$ cat src/rtl/fbs_pkg.sv
package fbs_pkg;

    localparam int VA_W     = 15;
    localparam int BYTE_W   = 8;
    localparam int FB_BYTES = 21888;
    localparam int FB_GAP   = 'h5900;
    localparam int RAM_STEP = 'h80000;

    typedef struct packed {
        logic [VA_W-1:0]   addr;
        logic [BYTE_W-1:0] data;
    } fbs_entry_t;

    typedef enum logic [1:0] {
        PUSH_NONE = 2'd0,
        PUSH_ONE  = 2'd1,
        PUSH_TWO  = 2'd2
    } fbs_push_t;

    function automatic logic fbs_code_valid(input logic [2:0] code);
        case (code)
            3'b010, 3'b101, 3'b110: return 1'b0;
            default:                return 1'b1;
        endcase
    endfunction

    function automatic logic [31:0] fbs_base(input logic [2:0] code);
        return (32'(code) + 32'd1) * 32'(RAM_STEP) - 32'(FB_GAP);
    endfunction

endpackage

$ cat src/rtl/fbs_window.sv
module fbs_window
    import fbs_pkg::*;
#(
    parameter int ADDR_W = 24
) (
    input  logic [2:0]        ram_code,
    input  logic [ADDR_W-1:0] byte_addr,
    output logic              hit,
    output logic [VA_W-1:0]   offset
);
    logic [31:0] base;
    logic [31:0] addr32;
    logic [31:0] diff;

    always_comb begin
        base   = fbs_base(ram_code);
        addr32 = 32'(byte_addr);
        diff   = addr32 - base;
        hit    = fbs_code_valid(ram_code) && (addr32 >= base)
                 && (diff < 32'(FB_BYTES));
        offset = diff[VA_W-1:0];
    end
endmodule

$ cat src/rtl/fbs_capture.sv
module fbs_capture
    import fbs_pkg::*;
#(
    parameter int CNT_W = 3
) (
    input  logic             clk,
    input  logic             rst,
    input  logic             as_n,
    input  logic             rw,
    input  logic             uds_n,
    input  logic             lds_n,
    input  logic [15:0]      data,
    input  logic             hit,
    input  logic [VA_W-1:0]  offset,
    input  logic [CNT_W-1:0] free,
    output fbs_push_t        push_n,
    output fbs_entry_t       ent0,
    output fbs_entry_t       ent1
);
    logic            taken;
    logic [1:0]      needed;
    logic            accept;
    logic [VA_W-1:0] odd_off;

    always_comb begin
        needed  = 2'(!uds_n) + 2'(!lds_n);
        accept  = !as_n && !rw && hit && !taken && (needed != 2'd0)
                  && (32'(free) >= 32'(needed));
        odd_off = {offset[VA_W-1:1], 1'b1};
        push_n  = accept ? fbs_push_t'(needed) : PUSH_NONE;
        if (!uds_n) begin
            ent0 = '{addr: {offset[VA_W-1:1], 1'b0}, data: data[15:8]};
        end else begin
            ent0 = '{addr: odd_off, data: data[7:0]};
        end
        ent1 = '{addr: odd_off, data: data[7:0]};
    end

    always_ff @(posedge clk) begin
        if (rst) begin
            taken <= 1'b0;
        end else if (as_n) begin
            taken <= 1'b0;
        end else if (accept) begin
            taken <= 1'b1;
        end
    end

    AST_ONE_PER_BUS_CYCLE: assert property (@(posedge clk) disable iff (rst)
        (push_n != PUSH_NONE) |=> (push_n == PUSH_NONE));
endmodule

$ cat src/rtl/fbs_fifo.sv
module fbs_fifo
    import fbs_pkg::*;
#(
    parameter int DEPTH = 4,
    localparam int PTR_W = $clog2(DEPTH),
    localparam int CNT_W = $clog2(DEPTH + 1)
) (
    input  logic             clk,
    input  logic             rst,
    input  fbs_push_t        push_n,
    input  fbs_entry_t       ent0,
    input  fbs_entry_t       ent1,
    input  logic             pop,
    output fbs_entry_t       head,
    output logic             empty,
    output logic [CNT_W-1:0] free
);
    fbs_entry_t       mem [DEPTH];
    logic [PTR_W-1:0] wr_ptr;
    logic [PTR_W-1:0] rd_ptr;
    logic [CNT_W-1:0] count;

    always_comb begin
        head  = mem[rd_ptr];
        empty = (count == '0);
        free  = CNT_W'(DEPTH) - count;
    end

    always_ff @(posedge clk) begin
        if (push_n != PUSH_NONE) begin
            mem[wr_ptr] <= ent0;
        end
        if (push_n == PUSH_TWO) begin
            mem[PTR_W'(wr_ptr + 1'b1)] <= ent1;
        end
    end

    always_ff @(posedge clk) begin
        if (rst) begin
            wr_ptr <= '0;
            rd_ptr <= '0;
            count  <= '0;
        end else begin
            wr_ptr <= wr_ptr + PTR_W'(push_n);
            rd_ptr <= rd_ptr + PTR_W'(pop);
            count  <= count + CNT_W'(push_n) - CNT_W'(pop);
        end
    end

    AST_NO_OVERFLOW: assert property (@(posedge clk) disable iff (rst)
        32'(push_n) <= 32'(free));
    AST_NO_UNDERFLOW: assert property (@(posedge clk) disable iff (rst)
        pop |-> !empty);
    AST_COUNT_BOUND: assert property (@(posedge clk) disable iff (rst)
        32'(count) <= 32'(DEPTH));
endmodule

$ cat src/rtl/fbs_drain.sv
module fbs_drain
    import fbs_pkg::*;
(
    input  logic              clk,
    input  logic              rst,
    input  logic              gnt,
    input  logic              empty,
    input  fbs_entry_t        head,
    output logic              pop,
    output logic              vram_req,
    output logic              vram_we,
    output logic [VA_W-1:0]   vram_addr,
    output logic [BYTE_W-1:0] vram_data
);
    always_comb begin
        vram_req = !empty;
        pop      = gnt && !empty;
    end

    always_ff @(posedge clk) begin
        if (rst) begin
            vram_we   <= 1'b0;
            vram_addr <= '0;
            vram_data <= '0;
        end else begin
            vram_we <= pop;
            if (pop) begin
                vram_addr <= head.addr;
                vram_data <= head.data;
            end
        end
    end

    AST_WE_AFTER_GRANT: assert property (@(posedge clk) disable iff (rst)
        vram_we |-> $past(gnt));
    AST_REQ_KEPT_UNGRANTED: assert property (@(posedge clk) disable iff (rst)
        (vram_req && !gnt) |=> vram_req);
endmodule

$ cat src/rtl/fb_snoop_cache.sv
module fb_snoop_cache
    import fbs_pkg::*;
#(
    parameter int ADDR_W = 24,
    parameter int DEPTH  = 4,
    localparam int CNT_W = $clog2(DEPTH + 1)
) (
    input  logic              clk,
    input  logic              rst,
    input  logic [ADDR_W-2:0] cpu_addr,
    input  logic [15:0]       cpu_data,
    input  logic              cpu_uds_n,
    input  logic              cpu_lds_n,
    input  logic              cpu_as_n,
    input  logic              cpu_rw,
    input  logic [2:0]        ram_code,
    input  logic              vram_gnt,
    output logic              vram_req,
    output logic [14:0]       vram_addr,
    output logic [7:0]        vram_data,
    output logic              vram_we
);
    logic             hit;
    logic [VA_W-1:0]  offset;
    fbs_push_t        push_n;
    fbs_entry_t       ent0;
    fbs_entry_t       ent1;
    fbs_entry_t       head;
    logic             empty;
    logic [CNT_W-1:0] free;
    logic             pop;

    fbs_window #(.ADDR_W(ADDR_W)) u_window (
        .ram_code  (ram_code),
        .byte_addr ({cpu_addr, 1'b0}),
        .hit       (hit),
        .offset    (offset)
    );

    fbs_capture #(.CNT_W(CNT_W)) u_capture (
        .clk    (clk),
        .rst    (rst),
        .as_n   (cpu_as_n),
        .rw     (cpu_rw),
        .uds_n  (cpu_uds_n),
        .lds_n  (cpu_lds_n),
        .data   (cpu_data),
        .hit    (hit),
        .offset (offset),
        .free   (free),
        .push_n (push_n),
        .ent0   (ent0),
        .ent1   (ent1)
    );

    fbs_fifo #(.DEPTH(DEPTH)) u_fifo (
        .clk    (clk),
        .rst    (rst),
        .push_n (push_n),
        .ent0   (ent0),
        .ent1   (ent1),
        .pop    (pop),
        .head   (head),
        .empty  (empty),
        .free   (free)
    );

    fbs_drain u_drain (
        .clk       (clk),
        .rst       (rst),
        .gnt       (vram_gnt),
        .empty     (empty),
        .head      (head),
        .pop       (pop),
        .vram_req  (vram_req),
        .vram_we   (vram_we),
        .vram_addr (vram_addr),
        .vram_data (vram_data)
    );

    AST_READ_IGNORED: assert property (@(posedge clk) disable iff (rst)
        cpu_rw |-> (push_n == PUSH_NONE));
    AST_BAD_CODE_QUIET: assert property (@(posedge clk) disable iff (rst)
        !fbs_code_valid(ram_code) |-> (push_n == PUSH_NONE));
endmodule

$ cat config.mk
export PLATFORM = sky130hd
export DESIGN_NAME = fb_snoop_cache
export DESIGN_NICKNAME = d
export VERILOG_FILES = /design/src/rtl/fbs_pkg.sv /design/src/rtl/fbs_window.sv /design/src/rtl/fbs_capture.sv /design/src/rtl/fbs_fifo.sv /design/src/rtl/fbs_drain.sv /design/src/rtl/fb_snoop_cache.sv
export SDC_FILE = /design/constraint.sdc
export NUM_CORES = 1
export LEC_CHECK = 0
export ABC_CLOCK_PERIOD_IN_PS = 5000
export CAP_MARGIN = 5
export CORE_MARGIN = 3
export CORE_UTILIZATION = 35
export CTS_CLUSTER_DIAMETER = 60
export DETAILED_ROUTE_END_ITERATION = 10
export PLACE_DENSITY = 0.64
export SETUP_SLACK_MARGIN = 0.3
export SYNTH_ARGS = -nofsm -noshare
export SYNTH_HDL_FRONTEND = slang
export SYNTH_SLANG_ARGS = --single-unit
$ cat constraint.sdc
create_clock -name clk -period 5 [get_ports clk]
set_clock_uncertainty 0.2 [all_clocks]
set_input_delay 1 -clock clk [delete_from_list [all_inputs] [get_ports clk]]
set_output_delay 1 -clock clk [all_outputs]
set_load 0.005 [all_outputs]
==> qor.txt <==
Slew HR -> 42.3%
PwrDens -> 404 nW/um^2
Number of global-route vias before repair -> 5,029
Root buf cell -> clkbuf_16
Startpoint Class -> input pin
Pleak -> 2.88 nW
Worst-path cell chain -> clkdlybuf4s50_1 -> a21boi_0 -> a21o_1 -> nand2_1 -> ha_1 -> nand2b_1 -> o22ai_1 -> nor4_2 -> o2111a_1 -> and3_1 -> nand3_1 -> ha_1 -> fa_1 -> xnor2_2 -> xnor2_1 -> nor2_1
Crit path time final -> 4520 ps
Worst path most repeated cell -> ha_1
Beginning of the critical path -> ram_code[2]
FFs w/ async S/R, synth -> 0%
DIE HEIGHT -> 141 um
CP max FO -> 6
Synth Flop Type -> edfxtp_1
Largest net degree at the start of global routing -> 39
Setup slack at placement -> -109 ps
Peak VDD IR -> 250 uV
Register area share after synthesis -> 52.7%
Vias -> 4,807
Synth Area per Inst -> 11.4 um^2
Gr ovfl total -> 0
Met3 Use GR -> 4.51%
Crit path kind -> in2reg
Slew @ Worst Pin -> 864 ps
Initial antenna violation count -> 0
Number of detailed-route iterations in the first pass -> 5
Delay-heaviest family, CP -> adder cells
Area Overhead vs Synth -> 27.6%
Post-route ant nets -> 0
RSZ-0062 raised after global routing -> false
Synth warnings -> 0
Required time worst endpoint -> 5090 ps
Hold Fails Final Rpt -> 0
CP max stage delay -> 560 ps
M1 GR Usage -> 19.7%
Most common cell after layout, fill and taps aside -> edfxtp_1
GRT Total Usage -> 16.5%
N_diodes -> 0
Status -> finished clean
Tightest Hold Check Type -> reg2reg
Synth cell types -> 61
Clock Latency Late Sink -> 420 ps
Hold_sp -> u_drain.vram_addr[0]
Syn Nets -> 634
Max-slew violation count -> 0
Post-Synthesis Cell Area -> 6380 um^2
Post-synth EDFFs -> 88
Hold_ws -> 252 ps
Post-route DRC -> 0
Final setup margin -> 484 ps
R2r startpoint -> u_fifo.count[0]
Starting DRC count in detailed routing -> 359
Setup violations, final -> 0
First-pass GRT wire length -> 25.6 mm
Max Cap Violations -> 0
Max clock buf depth -> 2
Die width -> 141 um
Row cnt -> 48
Num CTS Buffers -> 17
Buf/Inv on CP -> 1
Port bufs -> 73
CTS tree -> built
Clk sink count -> 124
Max Freq -> 221 MHz
Most frequent cells in the layout -> 88 x edfxtp_1, 71 x nand2_1, 71 x clkdlybuf4s50_1
Die area -> 19,900 um^2
Top Usage Layer GRT -> met2
DR vias/cell -> 5.38
Hpwl dp -> 10.7 mm
Routed WL -> 15.8 mm
Placer congestion estimate -> 0.876
Slowest-stage cell, CP -> clkdlybuf4s50_1
I/O pins -> 74
Initial Utilization -> 36.4%
H-Tree Depth -> 4
#FFs+latches synth -> 124
Mapped Cells -> 561
Post-layout util -> 46.4%
Critical Path AT -> 4610 ps
Layout cells sized above 1 -> 17.8%
Period utilization -> 90.3%
Fill count -> 1,582
DR WL/cell -> 17.6 um
Met2 GRT Util -> 28.3%
Clock transition at path regs -> 50 ps
CORE AREA -> 17,500 um^2
Element type at the critical path end -> register
Total Nets Final -> 729
## Yosys cell counts (all sizes together) (9+ instances only)
| cell type | instances | area share [%] |
|---|---|---|
| and2 | 18 | 2.1 |
| nand3 | 9 | 0.78 |
| a21oi | 33 | 2.6 |
| buf | 17 | 1.9 |
| dfxtp | 36 | 11 |
| inv | 19 | 1.1 |
| nand2b | 13 | 1.3 |
| clkbuf | 14 | 0.82 |
| xnor2 | 10 | 1.4 |
| edfxtp | 88 | 41 |
| ha | 23 | 4.5 |
| a22oi | 25 | 2.9 |
| nor3 | 41 | 3.6 |
| nand2 | 72 | 4.4 |
| nor2 | 54 | 3.2 |
| mux4 | 23 | 8.1 |
## registers in the layout, indices dropped and copies added, names as in the netlist
name,cells
u_capture.taken,1
u_drain.vram_addr,15
u_drain.vram_data,8
u_drain.vram_we,1
u_fifo.count,3
u_fifo.mem,92
u_fifo.rd_ptr,2
u_fifo.wr_ptr,2
## tightest hold or removal path, delay by kind of cell (launching register included)
| kind | cells | cell delay, ps |
|---|---|---|
| and+or+nand+nor | 1 | 50 |
| AOI/OAI and AO/OA | 1 | 50 |
| DFF | 1 | 300 |
## path summary, 6_finish.rpt
kind	to	slack (ps)	cells after the start
max	u_fifo.count[2]	480	16
min	u_drain.vram_addr[0]	250	2
max reg2reg	u_fifo.count[2]	1690	13
min reg2reg	u_drain.vram_addr[0]	250	2
## per-stage QoR
stage | cells | TNS, ps | power [mW] | instance area, um^2
floorplan | 561 | 0 | 1.78 | 6380
global placement | 861 | 0 | 2.11 | 7520
detailed placement | 861 | -109 | 2.13 | 7520
CTS | 893 | 0 | 3.30 | 8090
global route | 894 | 0 | 3.45 | 8140
finish | 894 | 0 | 3.29 | 8140
## metal layers
metal  routed length (um)  vias up  part of all wire [%]
met2                 8050      165                    51
met3                  869       40                   5.5
met4                  397        0                   2.5
met5                    0        -                     0
li1                     -     2267                     -
met1                 6460     2335                    41
## report_power, final
part           total [mW]  internal, mW  switching [mW]
sequential           1.24          1.17          0.0687
clock                1.16         0.734           0.429
combinational       0.889         0.492           0.397
total                3.29          2.39           0.894
## logic make-up (layout without fill, tap and decap cells)
group / after synthesis / after routing / share of synthesized area, %
compound gates: 98 / 98 / 10.8
xor+xnor: 14 / 14 / 1.92
fa+ha+maj: 24 / 24 / 4.83
buf+inv: 50 / 158 / 3.83
flops: 124 / 124 / 52.7
mux: 24 / 24 / 8.28
simple gates: 227 / 227 / 17.7
## what timing repair did
item	CTS	global route
hold endpoints to repair	0	0
endpoints found under the setup margin	0	24
buffers inserted	0	1
resized for setup	0	7
hold buffers	0	0
## area by class of cell
| type | instances | area (um^2) | area share (%) |
|---|---|---|---|
| inverter | 19 | 71.3 | 0.877 |
| clock inverter | 14 | 128 | 1.57 |
| sequential | 124 | 3360 | 41.3 |
| multi-input combinational | 387 | 2810 | 34.6 |
| clock buffer | 18 | 439 | 5.40 |
| tap | 225 | 282 | 3.46 |
| timing repair buffer | 107 | 1040 | 12.8 |
Note: power is estimated with default switching activity, not from simulation.
